===== src/rtl/trc_pkg.sv =====
// Shared types of the transaction retry controller.
// Assumes: exactly three abort classes, indexed as below.
package trc_pkg;
    localparam int NUM_CLASS = 3;
    localparam int CLS_LOCK  = 0;
    localparam int CLS_PERS  = 1;
    localparam int CLS_TRANS = 2;

    typedef enum logic [3:0] {
        ST_IDLE, ST_WAIT, ST_BEGIN, ST_CHECK, ST_RUN,
        ST_END, ST_ACQ, ST_LOCKED, ST_REL
    } trc_state_e;
endpackage


===== src/rtl/trc_classify.sv =====
// Abort classifier: maps the abort context onto one of three budget classes.
// Assumes: inputs are sampled in the cycle of the abort event; lock conflict
// takes priority over the reason hint, capacity overflow counts as persistent.
module trc_classify
    import trc_pkg::*;
(
    input  logic                 lock_held,
    input  logic                 abort_persistent,
    input  logic                 abort_capacity,
    output logic [NUM_CLASS-1:0] cls_onehot
);
    // Priority decode of the abort class.
    always_comb begin
        cls_onehot = '0;
        if (lock_held)
            cls_onehot[CLS_LOCK] = 1'b1;
        else if (abort_persistent || abort_capacity)
            cls_onehot[CLS_PERS] = 1'b1;
        else
            cls_onehot[CLS_TRANS] = 1'b1;
    end
endmodule


===== src/rtl/trc_budget.sv =====
// One retry budget: loaded with a maximum, decremented on each charged abort.
// Assumes: load and dec never coincide; decrement saturates at zero.
module trc_budget #(
    parameter int CNT_W = 8
) (
    input  logic             clk,
    input  logic             rst_n,
    input  logic             load,
    input  logic [CNT_W-1:0] max_val,
    input  logic             dec,
    output logic             has_retry
);
    localparam logic [CNT_W-1:0] ONE = CNT_W'(1);

    logic [CNT_W-1:0] cnt;

    // Budget register: load, saturating decrement, hold.
    always_ff @(posedge clk) begin
        if (!rst_n)
            cnt <= '0;
        else if (load)
            cnt <= max_val;
        else if (dec && cnt != '0)
            cnt <= cnt - ONE;
    end

    // A retry remains if the decremented value would still be above zero.
    assign has_retry = (cnt > ONE);

    AST_NO_UNDERFLOW: assert property (@(posedge clk) disable iff (!rst_n)
        (dec && !load && cnt == '0) |=> cnt == '0);
    AST_LOAD_VALUE: assert property (@(posedge clk) disable iff (!rst_n)
        load |=> cnt == $past(max_val));
endmodule


===== src/rtl/txn_retry_ctrl.sv =====
// Transaction retry policy controller (top).
// Sequences one critical section: wait for free lock, begin, check the lock
// word, classify aborts into three budgets, retry or fall back to the lock,
// and finish by commit or by release. Assumes the environment answers
// tx_begin with either body_done or tx_aborted, and lock_acquire with
// lock_granted.
module txn_retry_ctrl
    import trc_pkg::*;
#(
    parameter int CNT_W = 8
) (
    input  logic             clk,
    input  logic             rst_n,
    input  logic             sec_start,
    input  logic [CNT_W-1:0] max_lock_retry,
    input  logic [CNT_W-1:0] max_pers_retry,
    input  logic [CNT_W-1:0] max_trans_retry,
    input  logic             lock_held,
    input  logic             lock_granted,
    input  logic             tx_aborted,
    input  logic             abort_persistent,
    input  logic             abort_capacity,
    input  logic             tx_committed,
    input  logic             body_done,
    output logic             wait_lock,
    output logic             tx_begin,
    output logic             tx_force_abort,
    output logic             tx_end,
    output logic             lock_acquire,
    output logic             lock_release,
    output logic             sec_done,
    output logic             sec_by_lock
);
    trc_state_e             st, st_nxt;
    logic                   load_all;
    logic                   abort_evt;
    logic                   done_set, done_lock;
    logic [NUM_CLASS-1:0]   cls;
    logic [NUM_CLASS-1:0]   has_retry;
    logic [NUM_CLASS-1:0][CNT_W-1:0] max_arr;
    logic                   retry_ok;
    logic                   in_tx;

    assign max_arr[CLS_LOCK]  = max_lock_retry;
    assign max_arr[CLS_PERS]  = max_pers_retry;
    assign max_arr[CLS_TRANS] = max_trans_retry;

    trc_classify u_cls (
        .lock_held        (lock_held),
        .abort_persistent (abort_persistent),
        .abort_capacity   (abort_capacity),
        .cls_onehot       (cls)
    );

    // One budget per abort class.
    for (genvar g = 0; g < NUM_CLASS; g++) begin : g_budget
        trc_budget #(.CNT_W(CNT_W)) u_bud (
            .clk       (clk),
            .rst_n     (rst_n),
            .load      (load_all),
            .max_val   (max_arr[g]),
            .dec       (abort_evt && cls[g]),
            .has_retry (has_retry[g])
        );
    end

    assign retry_ok = |(cls & has_retry);
    assign in_tx    = (st == ST_CHECK) || (st == ST_RUN) || (st == ST_END);

    // Next-state and event decode of the section sequencer.
    always_comb begin
        st_nxt    = st;
        load_all  = 1'b0;
        abort_evt = 1'b0;
        done_set  = 1'b0;
        done_lock = 1'b0;
        case (st)
            ST_IDLE:   if (sec_start) begin
                           load_all = 1'b1;
                           st_nxt   = ST_WAIT;
                       end
            ST_WAIT:   if (!lock_held) st_nxt = ST_BEGIN;
            ST_BEGIN:  st_nxt = ST_CHECK;
            ST_CHECK, ST_RUN, ST_END: begin
                if (tx_aborted) begin
                    abort_evt = 1'b1;
                    st_nxt    = retry_ok ? ST_WAIT : ST_ACQ;
                end else if (st == ST_END) begin
                    if (tx_committed) begin
                        done_set = 1'b1;
                        st_nxt   = ST_IDLE;
                    end
                end else if (st == ST_CHECK && lock_held) begin
                    st_nxt = ST_RUN;
                end else if (body_done) begin
                    st_nxt = ST_END;
                end else begin
                    st_nxt = ST_RUN;
                end
            end
            ST_ACQ:    if (lock_granted) st_nxt = ST_LOCKED;
            ST_LOCKED: if (body_done) st_nxt = ST_REL;
            ST_REL: begin
                done_set  = 1'b1;
                done_lock = 1'b1;
                st_nxt    = ST_IDLE;
            end
            default:   st_nxt = ST_IDLE;
        endcase
    end

    // State register.
    always_ff @(posedge clk) begin
        if (!rst_n) st <= ST_IDLE;
        else        st <= st_nxt;
    end

    // Section completion report.
    always_ff @(posedge clk) begin
        if (!rst_n) begin
            sec_done    <= 1'b0;
            sec_by_lock <= 1'b0;
        end else begin
            sec_done <= done_set;
            if (done_set) sec_by_lock <= done_lock;
        end
    end

    // Command outputs decoded from state.
    assign wait_lock      = (st == ST_WAIT);
    assign tx_begin       = (st == ST_BEGIN);
    assign tx_force_abort = (st == ST_CHECK) && lock_held;
    assign tx_end         = (st == ST_END);
    assign lock_acquire   = (st == ST_ACQ);
    assign lock_release   = (st == ST_REL);

    AST_BEGIN_LOCK_FREE: assert property (@(posedge clk) disable iff (!rst_n)
        tx_begin |-> !$past(lock_held));
    AST_FORCE_ON_HELD: assert property (@(posedge clk) disable iff (!rst_n)
        ($past(tx_begin) && lock_held) |-> tx_force_abort);
    AST_ACQ_AFTER_ABORT: assert property (@(posedge clk) disable iff (!rst_n)
        $rose(lock_acquire) |-> $past(tx_aborted) && $past(in_tx));
    AST_RELEASE_REPORT: assert property (@(posedge clk) disable iff (!rst_n)
        lock_release |=> sec_done && sec_by_lock);
    AST_END_HOLD: assert property (@(posedge clk) disable iff (!rst_n)
        (tx_end && !tx_committed && !tx_aborted) |=> tx_end);
    AST_ONE_COMMAND: assert property (@(posedge clk) disable iff (!rst_n)
        $onehot0({wait_lock, tx_begin, tx_end, lock_acquire, lock_release}));
endmodule


===== config.mk =====
export PLATFORM = sky130hd
export DESIGN_NAME = txn_retry_ctrl
export DESIGN_NICKNAME = d
export VERILOG_FILES = /design/src/rtl/trc_pkg.sv /design/src/rtl/trc_classify.sv /design/src/rtl/trc_budget.sv /design/src/rtl/txn_retry_ctrl.sv
export SDC_FILE = /design/constraint.sdc
export NUM_CORES = 1
export LEC_CHECK = 0
export BUFFER_PORTS_ARGS = -buffer_cell sky130_fd_sc_hd__buf_2
export CORE_MARGIN = 3
export CORE_UTILIZATION = 55
export CTS_CLUSTER_SIZE = 30
export DETAILED_ROUTE_END_ITERATION = 16
export PLACE_DENSITY = 0.82
export SYNTH_ARGS = -nofsm -noshare
export SYNTH_HDL_FRONTEND = slang
export SYNTH_SLANG_ARGS = --single-unit
export TNS_END_PERCENT = 30

===== constraint.sdc =====
create_clock -name clk -period 2.4 [get_ports clk]
set_clock_uncertainty 0.05 [all_clocks]
set_input_delay 0.24 -clock clk [delete_from_list [all_inputs] [get_ports clk]]
set_output_delay 0.24 -clock clk [all_outputs]
set_load 0.005 [all_outputs]

==> results of run 1 <==
## through the flow
| stage | instance area (sq um) | utilization (%) |
|---|---|---|
| 2_1_floorplan | 2020 | - |
| 6_report | 2320 | 67.5 |
| 3_3_place_gp | 2240 | 65.1 |
| 3_5_place_dp | 2240 | 65.1 |
| 5_1_grt | 2320 | 67.5 |
| 4_1_cts | 2320 | 67.5 |
## logic make-up after synthesis
logic type                 share of synthesized area (%)
adders and majority gates                           5.58
DFF                                                 29.7
and+or+nand+nor                                     30.1
muxes                                               2.35
buffers and inverters                               4.96
AOI/OAI and AO/OA                                   18.6
xor gates and xnor gates                            8.67
## metal layers
layer | part of all wire (%) | up-vias
li1 | - | 952
met1 | 47 | 811
met2 | 47 | 46
met3 | 4.9 | 5
met4 | 1.1 | 0
met5 | 0 | -
## final timing paths
| kind | start | end | slack [ns] |
|---|---|---|---|
| setup / recovery | st[2] | g_budget[0].u_bud.cnt[1] | 0.35 |
| hold / removal | max_trans_retry[0] | g_budget[2].u_bud.cnt[0] | 0.10 |
| setup reg to reg | st[2] | g_budget[0].u_bud.cnt[1] | 0.35 |
| hold reg to reg | sec_by_lock | sec_by_lock | 0.44 |
## cells in the final DEF, fill, tap and decap left out, drive strengths merged, types with 7 or more instances in the layout
master and count:
a21oi 7, buf 44, dfxtp 30, ha 9, inv 10, nand2 30, nand2b 7, nand3 8
nand4 8, nor2 23, nor3 9, o21ai 25, xor2 15
## cell type report
class	instances	area [sq um]
Multi-Input combinational cell	195	1320
Tap cell	46	57.6
Sequential cell	30	601
Inverter	10	37.5
Fill cell	309	1120
Timing Repair Buffer	44	228
Clock buffer	6	82.6
## tightest hold or removal path, delay by kind of cell
kind	cells	cell delay, ns
AOI/OAI and AO/OA	1	0.05
buffers and inverters	1	0.07
and+or+nand+nor	1	0.03
## state kept, by name, indices dropped and copies added, names as in the netlist
register	cells
st	4
sec_by_lock	1
g_budget.u_bud.cnt	24
sec_done	1
## power by group
group	leakage, nW	switching (mW)	internal, mW	total [mW]
sequential	0.246	0.0635	0.553	0.617
clock	0.0431	0.175	0.220	0.395
combinational	0.633	0.246	0.177	0.423
==> run_summary.xml, run 1 <==
<?xml version="1.0" encoding="UTF-8"?>
<metrics>
  <group name="worst_setup_path">
    <metric name="cp_max_fo" unit="">16</metric>
    <metric name="crit_buf_inv" unit="">0</metric>
    <metric name="r2r_cells" unit="">5</metric>
    <metric name="critical_path_cell_count" unit="">5</metric>
    <metric name="timing.critical_path.arrival" unit="ns">2.22</metric>
    <metric name="critical_path.max_stage_delay" unit="ns">0.68</metric>
    <metric name="endpoint_class_of_the_critical_path" unit="">flip-flop</metric>
    <metric name="cells_traversed_along_the_worst_timing_path" unit="">nand2b_4, a211oi_1, o31a_1, mux2_1, o21ai_1</metric>
    <metric name="critPathTopFamily" unit="">compound AO/OA/AOI/OAI gates</metric>
    <metric name="worst-endpoint-required" unit="ns">2.57</metric>
    <metric name="startpoint_type" unit="">flip-flop</metric>
    <metric name="crit_type" unit="">flip-flop to flip-flop</metric>
    <metric name="critical_path.slowest_cell" unit="">dfxtp_1</metric>
  </group>
  <group name="grt">
    <metric name="busiest_layer" unit="">met2</metric>
    <metric name="grtUsageMet2" unit="%">35.9</metric>
    <metric name="pin_count_of_the_biggest_net_entering_global_routing" unit="">21</metric>
    <metric name="global_route.usage.met1" unit="%">28.4</metric>
    <metric name="grt_pass1_vias" unit="">1638</metric>
    <metric name="grt_pass1_wl" unit="mm">7.42</metric>
    <metric name="met3_usage" unit="%">5.73</metric>
    <metric name="number_of_antenna_violations_at_the_first_check_in_global_routing" unit="">0</metric>
    <metric name="grt_overflow" unit="">0</metric>
    <metric name="gr-usage-all-layers" unit="%">22.0</metric>
  </group>
  <group name="clock_network">
    <metric name="cts_root_buf" unit="">clkbuf_8</metric>
    <metric name="numClockSinks" unit="">30</metric>
    <metric name="ctsHtreeMaxLevel" unit="">2</metric>
    <metric name="tritoncts" unit="">yes</metric>
    <metric name="cts.reportedPaths.clkPinSlew" unit="ns">0.06</metric>
    <metric name="cts_setup_buffers" unit="">0</metric>
    <metric name="cts_hold_repair.buffers" unit="">0</metric>
    <metric name="clockBufferDepth" unit="">2</metric>
    <metric name="postCtsResizedCells" unit="">0</metric>
    <metric name="clk-insertion-delay-late" unit="ns">0.28</metric>
    <metric name="cts_made_buffers" unit="">5</metric>
  </group>
  <group name="drt">
    <metric name="wl_per_cell" unit="microns">13.6</metric>
    <metric name="detail_route.iter0.violations" unit="">134</metric>
    <metric name="route.antenna.remaining_nets" unit="">0</metric>
    <metric name="remaining_drc_errors" unit="">0</metric>
    <metric name="routed_via_density" unit="">5.48</metric>
    <metric name="drt_first_pass_iters" unit="">4</metric>
    <metric name="postRouteWirelength" unit="mm">4.52</metric>
    <metric name="detailroute.via_count" unit="">1814</metric>
  </group>
  <group name="sta">
    <metric name="slew_headroom" unit="%">61.5</metric>
    <metric name="setup_viol" unit="">0</metric>
    <metric name="finalWorstPathRequiredPeriod" unit="ns">2.05</metric>
    <metric name="timing_worst_slew_pin_value" unit="ns">0.577</metric>
    <metric name="timing.setup.tns" unit="ns">0</metric>
    <metric name="drv_slew" unit="">0</metric>
    <metric name="fmax" unit="MHz">487</metric>
    <metric name="final_critical_path_setup_slack" unit="ns">0.346</metric>
    <metric name="finalHoldWorstSlack" unit="ns">0.103</metric>
    <metric name="unrepaired_setup_endpoints_after_global_routing" unit="">false</metric>
    <metric name="finalCritPeriodShare" unit="%">85.6</metric>
    <metric name="hold_viol_final" unit="">0</metric>
  </group>
  <group name="synth">
    <metric name="syn-cell-area" unit="sq um">2020</metric>
    <metric name="netlist.top_cell.by_area" unit="">dfxtp_1</metric>
    <metric name="yosys.cell_count.top_type" unit="">dfxtp_1</metric>
    <metric name="synth.yosys.warnings" unit="">0</metric>
    <metric name="synth_flop_cell" unit="">dfxtp_1</metric>
    <metric name="synthesis.instances" unit="">244</metric>
    <metric name="synthArstFlopShare" unit="%">0</metric>
    <metric name="yosys-top-cells-area" unit="">dfxtp_1, xor2_1, ha_1, nand2_1, o21ai_1</metric>
    <metric name="synth_largest_type_area_fraction" unit="%">29.7</metric>
    <metric name="yosysUniqueCellTypes" unit="">58</metric>
    <metric name="synth_commonest_cells" unit="">dfxtp_1, nand2_1, nor2_1</metric>
    <metric name="synth_enable_flop_cells" unit="">0</metric>
    <metric name="postSynthRegisterBits" unit="">30</metric>
    <metric name="sequential_area_share_after_synthesis" unit="%">29.7</metric>
    <metric name="postSynthNetCount" unit="">287</metric>
    <metric name="postSynthAreaPerCell" unit="sq um">8.28</metric>
  </group>
  <group name="power_and_ir_drop">
    <metric name="power_density" unit="nW/um^2">617</metric>
    <metric name="ir_drop" unit="V">0.000361</metric>
    <metric name="static-leakage-power" unit="nW">0.922</metric>
    <metric name="power" unit="mW">1.43</metric>
  </group>
  <group name="floorplanning">
    <metric name="height_of_the_die" unit="microns">66.6</metric>
    <metric name="die_width" unit="microns">66.6</metric>
    <metric name="full_die_area" unit="sq um">4430</metric>
    <metric name="core_area" unit="sq um">3440</metric>
    <metric name="ios" unit="">42</metric>
    <metric name="placementRows" unit="">21</metric>
    <metric name="floorplan.initialDensity" unit="%">58.7</metric>
  </group>
  <group name="placed_design">
    <metric name="place.detailed.hpwl" unit="mm">3.15</metric>
    <metric name="dp_worst_setup_slack" unit="ns">0.395</metric>
    <metric name="placed_cells_incl_taps" unit="">325</metric>
    <metric name="io_buffer_count" unit="">41</metric>
    <metric name="routability_driven_placement_congestion_ratio" unit="">0.850</metric>
  </group>
  <group name="finish">
    <metric name="insertedDiodeCount" unit="">0</metric>
    <metric name="drive_above_1_share" unit="%">23.2</metric>
    <metric name="area_delta_synth_final" unit="%">15.1</metric>
    <metric name="layout.nets" unit="">329</metric>
    <metric name="stdcell_count" unit="">331</metric>
  </group>
  <group name="flow_run">
    <metric name="max_cap_viol_count" unit="">0</metric>
  </group>
  <group name="min_path">
    <metric name="hold_path.class" unit="">input port to flip-flop</metric>
    <metric name="worstHoldPathCells" unit="">3</metric>
  </group>
  <group name="run_status">
    <metric name="outcome" unit="">complete, no violations</metric>
  </group>
</metrics>
No activity file was read; power rests on OpenSTA's default activity.
==> run 2: changes to the inputs <==
Settings changed: CORE_UTILIZATION 55 to 59, PLACE_DENSITY 0.82 to 0.87, SLEW_MARGIN set to 30.
Clock period 2.4 ns to 2.5 ns, I/O delays scaled along.
==> run 2 against run 1 <==
Effect of this change:
- final area down 1.5%
- worst hold slack worse by 0.034 ns
- register-to-register slack better by 0.02 ns
- clock power decreased by 30%
- global-route usage is 0.77 points higher
- core utilization up 5.1 points
- total power shrank 12%
- final cell count down 0.60%
- count of clock-buffer cells in the layout is the same
- fmax shrank 3.7%
- combinational power shrank 6.1%
- routed wire length down 1.8%
==> run_summary.xml, run 2 (synthesized netlist as in run 1, its figures left out) <==
<?xml version="1.0" encoding="UTF-8"?>
<metrics>
  <group name="run_status">
    <metric name="outcome" unit="">complete, no violations</metric>
  </group>
  <group name="sta">
    <metric name="finalHoldWorstSlack" unit="ns">0.0692</metric>
    <metric name="slew_headroom" unit="%">56.7</metric>
    <metric name="timing_worst_slew_pin_value" unit="ns">0.647</metric>
    <metric name="drv_slew" unit="">0</metric>
    <metric name="setup_viol" unit="">0</metric>
    <metric name="hold_viol_final" unit="">0</metric>
    <metric name="final_critical_path_setup_slack" unit="ns">0.367</metric>
    <metric name="finalWorstPathRequiredPeriod" unit="ns">2.13</metric>
    <metric name="unrepaired_setup_endpoints_after_global_routing" unit="">false</metric>
    <metric name="fmax" unit="MHz">469</metric>
    <metric name="finalCritPeriodShare" unit="%">85.3</metric>
    <metric name="timing.setup.tns" unit="ns">0</metric>
  </group>
  <group name="grt">
    <metric name="grtUsageMet2" unit="%">39.4</metric>
    <metric name="busiest_layer" unit="">met2</metric>
    <metric name="grt_pass1_wl" unit="mm">7.51</metric>
    <metric name="gr-usage-all-layers" unit="%">22.7</metric>
    <metric name="pin_count_of_the_biggest_net_entering_global_routing" unit="">17</metric>
    <metric name="global_route.usage.met1" unit="%">27.8</metric>
    <metric name="number_of_antenna_violations_at_the_first_check_in_global_routing" unit="">0</metric>
    <metric name="grt_pass1_vias" unit="">1735</metric>
    <metric name="grt_overflow" unit="">0</metric>
    <metric name="met3_usage" unit="%">4.85</metric>
  </group>
  <group name="worst_setup_path">
    <metric name="startpoint_type" unit="">flip-flop</metric>
    <metric name="crit_type" unit="">flip-flop to flip-flop</metric>
    <metric name="timing.critical_path.arrival" unit="ns">2.33</metric>
    <metric name="cp_max_fo" unit="">14</metric>
    <metric name="worst-endpoint-required" unit="ns">2.70</metric>
    <metric name="endpoint_class_of_the_critical_path" unit="">flip-flop</metric>
  </group>
  <group name="finish">
    <metric name="max_flop_register" unit="">g_budget.u_bud.cnt</metric>
    <metric name="layout.cells.most_common" unit="">buf_2</metric>
    <metric name="stdcell_count" unit="">329</metric>
    <metric name="leading_registers_by_flop_count" unit="">g_budget.u_bud.cnt (24), st (4)</metric>
    <metric name="largest_register_ffs" unit="">24</metric>
    <metric name="drive_above_1_share" unit="%">23.2</metric>
    <metric name="core_util_final" unit="%">72.7</metric>
    <metric name="layout.cell_area.non_filler" unit="sq um">2290</metric>
    <metric name="insertedDiodeCount" unit="">0</metric>
    <metric name="area_delta_synth_final" unit="%">13.4</metric>
    <metric name="most-common-layout-cells" unit="">buf_2, dfxtp_1, nand2_1</metric>
    <metric name="layout.nets" unit="">329</metric>
  </group>
  <group name="power_and_ir_drop">
    <metric name="static-leakage-power" unit="nW">0.909</metric>
    <metric name="power_density" unit="nW/um^2">553</metric>
    <metric name="ir_drop" unit="V">0.000348</metric>
    <metric name="power" unit="mW">1.27</metric>
  </group>
  <group name="drt">
    <metric name="wl_per_cell" unit="microns">13.5</metric>
    <metric name="remaining_drc_errors" unit="">0</metric>
    <metric name="routed_via_density" unit="">5.64</metric>
    <metric name="route.antenna.remaining_nets" unit="">0</metric>
    <metric name="detail_route.iter0.violations" unit="">123</metric>
    <metric name="postRouteWirelength" unit="mm">4.43</metric>
    <metric name="drt_first_pass_iters" unit="">4</metric>
    <metric name="detailroute.via_count" unit="">1857</metric>
  </group>
  <group name="placed_design">
    <metric name="dp_worst_setup_slack" unit="ns">0.440</metric>
    <metric name="routability_driven_placement_congestion_ratio" unit="">0.836</metric>
    <metric name="placed_cell_area" unit="sq um">2240</metric>
    <metric name="placed_cells_incl_taps" unit="">323</metric>
    <metric name="io_buffer_count" unit="">41</metric>
    <metric name="place.detailed.hpwl" unit="mm">3.45</metric>
  </group>
  <group name="clock_network">
    <metric name="cts_hold_repair.buffers" unit="">0</metric>
    <metric name="ctsHtreeMaxLevel" unit="">2</metric>
    <metric name="postCtsResizedCells" unit="">0</metric>
    <metric name="cts_root_buf" unit="">clkbuf_4</metric>
    <metric name="clockBufferDepth" unit="">2</metric>
    <metric name="clk-insertion-delay-late" unit="ns">0.32</metric>
    <metric name="numClockSinks" unit="">30</metric>
    <metric name="cts_setup_buffers" unit="">0</metric>
    <metric name="tritoncts" unit="">yes</metric>
    <metric name="cts_made_buffers" unit="">5</metric>
    <metric name="cts.reportedPaths.clkPinSlew" unit="ns">0.09</metric>
  </group>
  <group name="floorplanning">
    <metric name="floorplan.initialDensity" unit="%">64.0</metric>
    <metric name="die_width" unit="microns">64.5</metric>
    <metric name="placementRows" unit="">20</metric>
    <metric name="height_of_the_die" unit="microns">64.5</metric>
    <metric name="full_die_area" unit="sq um">4160</metric>
    <metric name="core_area" unit="sq um">3150</metric>
    <metric name="ios" unit="">42</metric>
  </group>
  <group name="flow_run">
    <metric name="max_cap_viol_count" unit="">0</metric>
  </group>
  <group name="min_path">
    <metric name="hold_path.class" unit="">input port to flip-flop</metric>
  </group>
</metrics>
-- run 2: critical path, stage by stage, from the launching register on --
cell and delay [ns]:
dfxtp_1 0.63, nand3b_4 0.20, a211oi_2 0.53, nand3_2 0.18, mux2_1 0.36, o21ai_1 0.12
-- run 2: worst paths after layout --
path                                    to               from  slack, ns  cells past startpoint
setup / recovery  g_budget[2].u_bud.cnt[1]              st[1]       0.37                      5
hold / removal    g_budget[1].u_bud.cnt[1]  max_pers_retry[1]       0.07                      3
setup reg to reg  g_budget[2].u_bud.cnt[1]              st[1]       0.37                      5
hold reg to reg                sec_by_lock        sec_by_lock       0.45                      2
-- run 2: final cells by class --
cell class	instances	area, sq um
multi-input cells	195	1320
repair buffers	44	228
flip-flops and latches	30	601
fillers	269	862
inverters	10	37.5
clock buffers	6	51.3
well taps	44	55.1
-- run 2: layer usage --
metal	routed length [microns]	vias to the layer above
li1	-	953
met1	1890	854
met2	2250	43
met3	236	7
met4	49	0
met5	0	-
-- run 2: where the power goes --
part           internal [mW]  switching, mW
clock                  0.126          0.149
combinational          0.169          0.229
sequential             0.530         0.0644
total                  0.825          0.442
